## src/rtl/burst_preamble_seq.sv

```systemverilog
module burst_preamble_seq #(
  parameter int          CODE_W      = 8,
  parameter int          SYNC_GROUPS = 4,
  parameter logic [65:0] DELIM_WORD  = 66'h2_B3E1F0C49A57D21E
) (
  input  logic              clk,
  input  logic              rst_n,
  input  logic              code_valid,
  input  logic [CODE_W-1:0] code_in,
  input  logic              data_pending,
  output logic              laser_req,
  output logic [65:0]       word_out,
  output logic              word_valid,
  output logic              path_data,
  output logic [CODE_W-1:0] data_out,
  output logic              data_valid,
  output logic              dp_reset,
  output logic [1:0]        phase
);
  localparam int          TW       = $clog2(SYNC_GROUPS) + 1;
  localparam logic [1:0]  PH_SYNC  = 2'd0;
  localparam logic [1:0]  PH_DELIM = 2'd1;
  localparam logic [1:0]  PH_DATA  = 2'd2;
  localparam logic [65:0] SYNC_WORD = {33{2'b10}};
  localparam logic [TW-1:0] LAST_GRP = TW'(SYNC_GROUPS - 1);

  logic [1:0]    grp;
  logic [TW-1:0] timer;

  assign laser_req  = (phase != PH_SYNC) || data_pending;
  assign path_data  = (phase == PH_DATA);
  assign data_valid = path_data && code_valid;
  assign data_out   = code_in;

  always_ff @(posedge clk) begin
    if (!rst_n) begin
      phase      <= PH_SYNC;
      grp        <= 2'd0;
      timer      <= '0;
      word_out   <= '0;
      word_valid <= 1'b0;
      dp_reset   <= 1'b0;
    end else begin
      word_valid <= 1'b0;
      dp_reset   <= 1'b0;
      case (phase)
        PH_SYNC: begin
          if (!data_pending) begin
            grp   <= 2'd0;
            timer <= '0;
          end else if (code_valid) begin
            grp <= grp + 2'd1;
            if (grp == 2'd3) begin
              word_out   <= SYNC_WORD;
              word_valid <= 1'b1;
              if (timer == LAST_GRP) begin
                phase <= PH_DELIM;
                timer <= '0;
              end else begin
                timer <= timer + TW'(1);
              end
            end
          end
        end
        PH_DELIM: begin
          if (code_valid) begin
            grp <= grp + 2'd1;
            if (grp == 2'd3) begin
              word_out   <= DELIM_WORD;
              word_valid <= 1'b1;
              dp_reset   <= 1'b1;
              phase      <= PH_DATA;
            end
          end
        end
        PH_DATA: begin
          if (!data_pending) begin
            phase <= PH_SYNC;
            grp   <= 2'd0;
            timer <= '0;
          end
        end
        default: phase <= PH_SYNC;
      endcase
    end
  end
endmodule

```

## config.mk

```make
export PLATFORM = sky130hd
export DESIGN_NAME = burst_preamble_seq
export DESIGN_NICKNAME = d
export VERILOG_FILES = /design/src/rtl/burst_preamble_seq.sv
export SDC_FILE = /design/constraint.sdc
export NUM_CORES = 1
export LEC_CHECK = 0
export ABC_AREA = 1
export BUFFER_PORTS_ARGS = -buffer_cell sky130_fd_sc_hd__buf_2
export CAP_MARGIN = 20
export CORE_MARGIN = 2
export CORE_UTILIZATION = 44
export CTS_CLUSTER_SIZE = 28
export DETAILED_ROUTE_END_ITERATION = 12
export HOLD_SLACK_MARGIN = 0.1
export PLACE_DENSITY = 0.95
export SLEW_MARGIN = 10
export SYNTH_ARGS = -nofsm -noshare
export SYNTH_HDL_FRONTEND = slang
export SYNTH_SLANG_ARGS = --single-unit
```

## constraint.sdc

```tcl
create_clock -name clk -period 3.2 [get_ports clk]
set_input_delay 0.32 -clock clk [delete_from_list [all_inputs] [get_ports clk]]
set_output_delay 0.32 -clock clk [all_outputs]
set_load 0.005 [all_outputs]
```

# == After elaboration in Yosys (flattened, before gate mapping) ==
# Index checks and enable logic that the tools add are counted.
# totals
ff_bits,75
latch_bits,0
ram_bits,0
mem_bits_ro,0
inputBits,12
out_inout_bits,81
n_memories,0
# op_classes
add_sub_neg,2
n_mul,0
n_div,0
order_cmp,0
eq_ne,13
shifts,0
muxes,27
bitwise,0
n_reduce_logical,12
# ops
cell,count
$mux W66,5
$pmux W66 S2,1
$mux W2,9
$mux W3,5
$ne A2 B2 Y1 const B,7
$pmux W2 S3,2
$reduce_and A7 Y1,1
$ne A3 B3 Y1 const B,2
$pmux W3 S2,1
$reduce_and A6 Y1,1
$reduce_bool A2 Y1,3
$eq A2 B2 Y1 const B,2
$reduce_and A2 Y1,2
$reduce_and A4 Y1,1
$add A3 B1 Y3 const B,1
$eq A3 B2 Y1 const B,1
$mux W1,3
$reduce_bool A3 Y1,1
$add A2 B1 Y2 const B,1
$eq A2 B1 Y1 const B,1
$logic_not A2 Y1,1
$pmux W1 S2,1
$logic_and A1 B1 Y1,1
$logic_or A1 B1 Y1,1

# == Depth between registers and ports, before layout ==
# depth
ltp_word,6
depth_mapped,9
mapped_depth_nobuf,9

# == Worst setup path before layout ==
# No wires, ideal clock.
# synth_timing
kind,flip-flop to flip-flop
start,reg phase[0]
end,reg phase[0]
setup_time_ns,0.115
arrival_ns,1.252
required_time_ns,3.085
path_slack_ns,1.833
stages_incl_launch_ff,9
path_buffers,0
synth_period_minus_slack_ns,1.367
path_cell_list,dfxtp_1 -> inv_1 -> ha_1 -> nand2_2 -> nand2_1 -> nor2_2 -> nand3_1 -> nand2_1 -> nor2_1
# synth_between
elab_chain_len,3
elab_cells_between_ends,12
classes_between,eq/ne: 9; mux: 1; reduce/logical: 2
# synth_lines
element,line,source
"start, declared",18,output logic [1:0] phase
"start signal, assigned",37,phase <= PH_SYNC;
"start signal, assigned",57,phase <= PH_DELIM;
"start signal, assigned",72,phase <= PH_DATA;
$eq A2 B2 Y1 (*),n/a,
net path_data,14,"output logic path_data,"
$ne A2 B2 Y1 (no source line),n/a,
$reduce_and A7 Y1 (no source line),n/a,
# The timed path passes the listed nets; every way through them passes the cells marked *.
# A chain may end at the register's enable or synchronous reset.

# == Final worst setup path ==
# layout_timing
start,reg phase[0]
end,out laser_req
# layout_between
elab_chain_len,2
# layout_lines
element,line,source
$reduce_bool A2 Y1,30,assign laser_req = (phase != PH_SYNC) || data_pending;
$logic_or A1 B1 Y1,30,
"end, declared",11,"output logic laser_req,"
# No other way between the ends.

==> load_flow_metrics.sql <==
INSERT INTO impl_metrics (metric_group, metric, value, unit) VALUES
('clock_network', 'post-cts-setup-buffer-count', '0', ''),
('power_and_ir_drop', 'combinationalPowerShare', '12.5', '%'),
('clock_network', 'cts_buffers', '3', ''),
('clock_network', 'cts.root.buffer_cell', 'clkbuf_4', ''),
('finish', 'fillerInstances', '291', ''),
('synth', 'synth_area_leader_cell', 'buf_4', ''),
('clock_network', 'total_number_of_clock_tree_sinks', '12', ''),
('routing', 'first_pass_iters', '4', ''),
('power_and_ir_drop', 'power.share.clock', '38.9', '%'),
('finish', 'combined_area_of_the_multi_input_logic_cells', '465.4', 'µm²'),
('critical_path', 'critPathLaunchType', 'flop', ''),
('finish', 'antenna_cells', '0', ''),
('placed_design', 'preCtsSetupSlack', '1674', 'ps'),
('clock_network', 'hold_buffers', '0', ''),
('power_and_ir_drop', 'cellInternalPower', '0.0002355', 'W'),
('clock_network', 'clock_insertion_delay_worst_skew', '280', 'ps'),
('sta', 'worst_clock_skew', '6.127', 'ps'),
('sta', 'finalHoldWorstSlack', '359.6', 'ps'),
('grt', 'pin_count_of_the_biggest_net_entering_global_routing', '19', ''),
('sta', 'rsz_0062_raised_after_global_routing', 'false', ''),
('clock_network', 'cts_max_level', '1', ''),
('floorplanning', 'coreArea', '2758', 'µm²'),
('routing', 'residual_drc_count', '0', ''),
('run_status', 'run_status', 'finished clean', ''),
('critical_path', 'critical_path_arrival', '1400', 'ps'),
('critical_path', 'worst_setup_path_end_kind', 'primary output', ''),
('synth', 'synth_seq_area_share', '18.75', '%'),
('floorplanning', 'die_h', '57.96', 'µm'),
('synth', 'yosysUniqueCellTypes', '21', ''),
('routing', 'route.vias.total', '893', ''),
('critical_path', 'criticalPathCategory', 'reg2out', ''),
('sta', 'max_freq', '580.5', 'MHz'),
('sta', 'totalNegativeSetupSlack', '0', 'ps'),
('grt', 'first_pass_grt_wire_length', '2.815', 'mm'),
('sta', 'final.min_clock_period', '1723', 'ps'),
('floorplanning', 'design.portCount', '93', ''),
('critical_path', 'worst_path_max_delay_cell', 'dfxtp_1', ''),
('placed_design', 'place.detailed.instances', '213', ''),
('power_and_ir_drop', 'finalPower', '0.0003198', 'W'),
('routing', 'first_iter_violations', '4', ''),
('power_and_ir_drop', 'vdd.ir_drop.worst', '167.6', 'µV'),
('critical_path', 'critical_path_cell_list', 'inv_1 -> ha_1 -> nand2_2 -> buf_2', ''),
('critical_path', 'worst_path_largest_cell_delay', '450', 'ps'),
('critical_path', 'worst-endpoint-required', '2880', 'ps'),
('synth', 'synthesis.instances', '179', ''),
('sta', 'setup_ws', '1477', 'ps'),
('finish', 'final-instance-count-excl-fill', '217', ''),
('power_and_ir_drop', 'seqPwrFrac', '48.6', '%'),
('clock_network', 'cts_tree', 'built', ''),
('finish', 'syn2layout_area_growth', '-8.789', '%'),
('critical_path', 'crit_family', 'flip-flops', ''),
('critical_path', 'cp.buffers_inverters', '2', ''),
('run', 'cap_violations', '0', ''),
('sta', 'post-route-period-util', '53.83', '%'),
('grt', 'vias_in_the_first_global_route', '666', ''),
('power_and_ir_drop', 'p_switching', '0.00008426', 'W'),
('clock_network', 'clockBufferDepth', '2', ''),
('synth', 'synth.yosys.warnings', '0', ''),
('sta', 'report.final.setup_viol', '0', ''),
('power_and_ir_drop', 'power_switching_share', '26.35', '%'),
('placed_design', 'place.port_buffers', '60', ''),
('routing', 'vias_per_instance', '4.115', ''),
('routing', 'route.detailed.wl_per_inst', '8.751', 'µm'),
('floorplanning', 'starting_utilization_of_the_core_area', '46.46', '%'),
('synth', 'mappedNetlistArea', '1281', 'µm²'),
('power_and_ir_drop', 'cellPowerDensity', '273.7', 'nW/µm²'),
('finish', 'share_of_final_layout_standard_cells_stronger_than_drive_strength_1', '42.47', '%'),
('finish', 'number_of_nets_at_the_end_of_the_flow', '207', ''),
('grt', 'grt_util_all_layers', '10.84', '%'),
('synth', 'yosys.area.top_type_share', '41.60', '%'),
('floorplanning', 'placementRows', '19', '');
[worst register-to-register path, cell delays in order (launching register included)]
cell and delay, ps:
dfxtp_1 450, inv_1 130, ha_1 290, nand2_2 130, nand2_1 70, nor2_2 160, nand3_1 90, nand2_1 60
nor2_1 40
[cells in the mapped netlist]
cell,count
a21oi_1,2
a21oi_2,1
buf_4,71
buf_6,1
clkinv_2,1
conb_1,1
dfxtp_1,12
ha_1,8
inv_1,19
inv_2,3
nand2_1,24
nand2_2,5
nand3_1,3
nand3_4,1
nor2_1,13
nor2_2,3
nor3_1,5
o211ai_2,1
o21ai_0,2
o21ai_1,2
o21bai_1,1
[flip-flops by register name, summed over array words and instances, names as in the netlist]
name and count:
timer 3, word_out 3, grp 2, phase 2, dp_reset 1, word_valid 1
[cells by family (layout without fill, tap and decap cells)]
| group | count (synthesis) | count (layout) | synth area share [%] |
|---|---|---|---|
| AOI/OAI and AO/OA | 9 | 9 | 4.590 |
| adders and majority gates | 8 | 8 | 7.813 |
| buffers and inverters | 95 | 87 | 49.32 |
| DFF | 12 | 12 | 18.75 |
| other | 1 | 16 | 0.2927 |
| and+or+nand+nor | 54 | 54 | 19.24 |
[final cells by class]
class / instances / share of cell area (%)
inverter: 23 / 7.495
clock buffer: 4 / 3.105
multi-input combinational: 87 / 39.83
tap: 31 / 3.319
sequential: 12 / 20.56
timing repair buffer: 60 / 25.70
[final timing paths]
path / start / endpoint / slack (ps) / cells after the start
worst max register to register: phase[0]$_SDFFE_PN0P_ / phase[0]$_SDFFE_PN0P_ / 1670 / 8
worst min-delay path: rst_n / grp[0]$_SDFFE_PN0P_ / 360 / 3
worst max-delay path: phase[0]$_SDFFE_PN0P_ / laser_req / 1480 / 4
worst min register to register: timer[1]$_SDFFE_PN0P_ / timer[1]$_SDFFE_PN0P_ / 530 / 4
[per-stage QoR]
stage	cell area [µm²]	utilization (%)
floorplan	1338	-
global placement	1132	41.06
detailed placement	1132	41.06
CTS	1169	42.38
global route	1169	42.38
finish	1169	42.38
[power by group through the flow]
stage | Combinational, W | Clock [W] | Sequential, W
after global routing | 0.0000461 | 0.000131 | 0.000156
final | 0.0000399 | 0.000124 | 0.000156
after detailed placement | 0.0000399 | 0 | 0.000159
after CTS | 0.0000401 | 0.000126 | 0.000156
after global placement | 0.0000389 | 0 | 0.000159
after floorplan | 0.0000545 | 0 | 0.000158
[per-layer routing]
| metal | share of wire [%] | vias to the layer above | global-route usage, % |
|---|---|---|---|
| li1 | - | 465 | - |
| met2 | 48 | 51 | 18.99 |
| met4 | 1.8 | 0 | 5.980 |
| met1 | 39 | 371 | 11.92 |
| met5 | 0 | - | 0 |
| met3 | 11 | 6 | 2.679 |
[layout by cell type (no fill, tap or decap), drive strengths merged]
cell type / instances
dfxtp: 12
clkinv: 1
o21bai: 1
a21oi: 3
conb: 16
nand2: 29
o211ai: 1
inv: 22
ha: 8
nor3: 5
nor2: 16
buf: 60
nand3: 4
o21ai: 4
clkbuf: 4
Note: power is estimated with default switching activity, not from simulation.
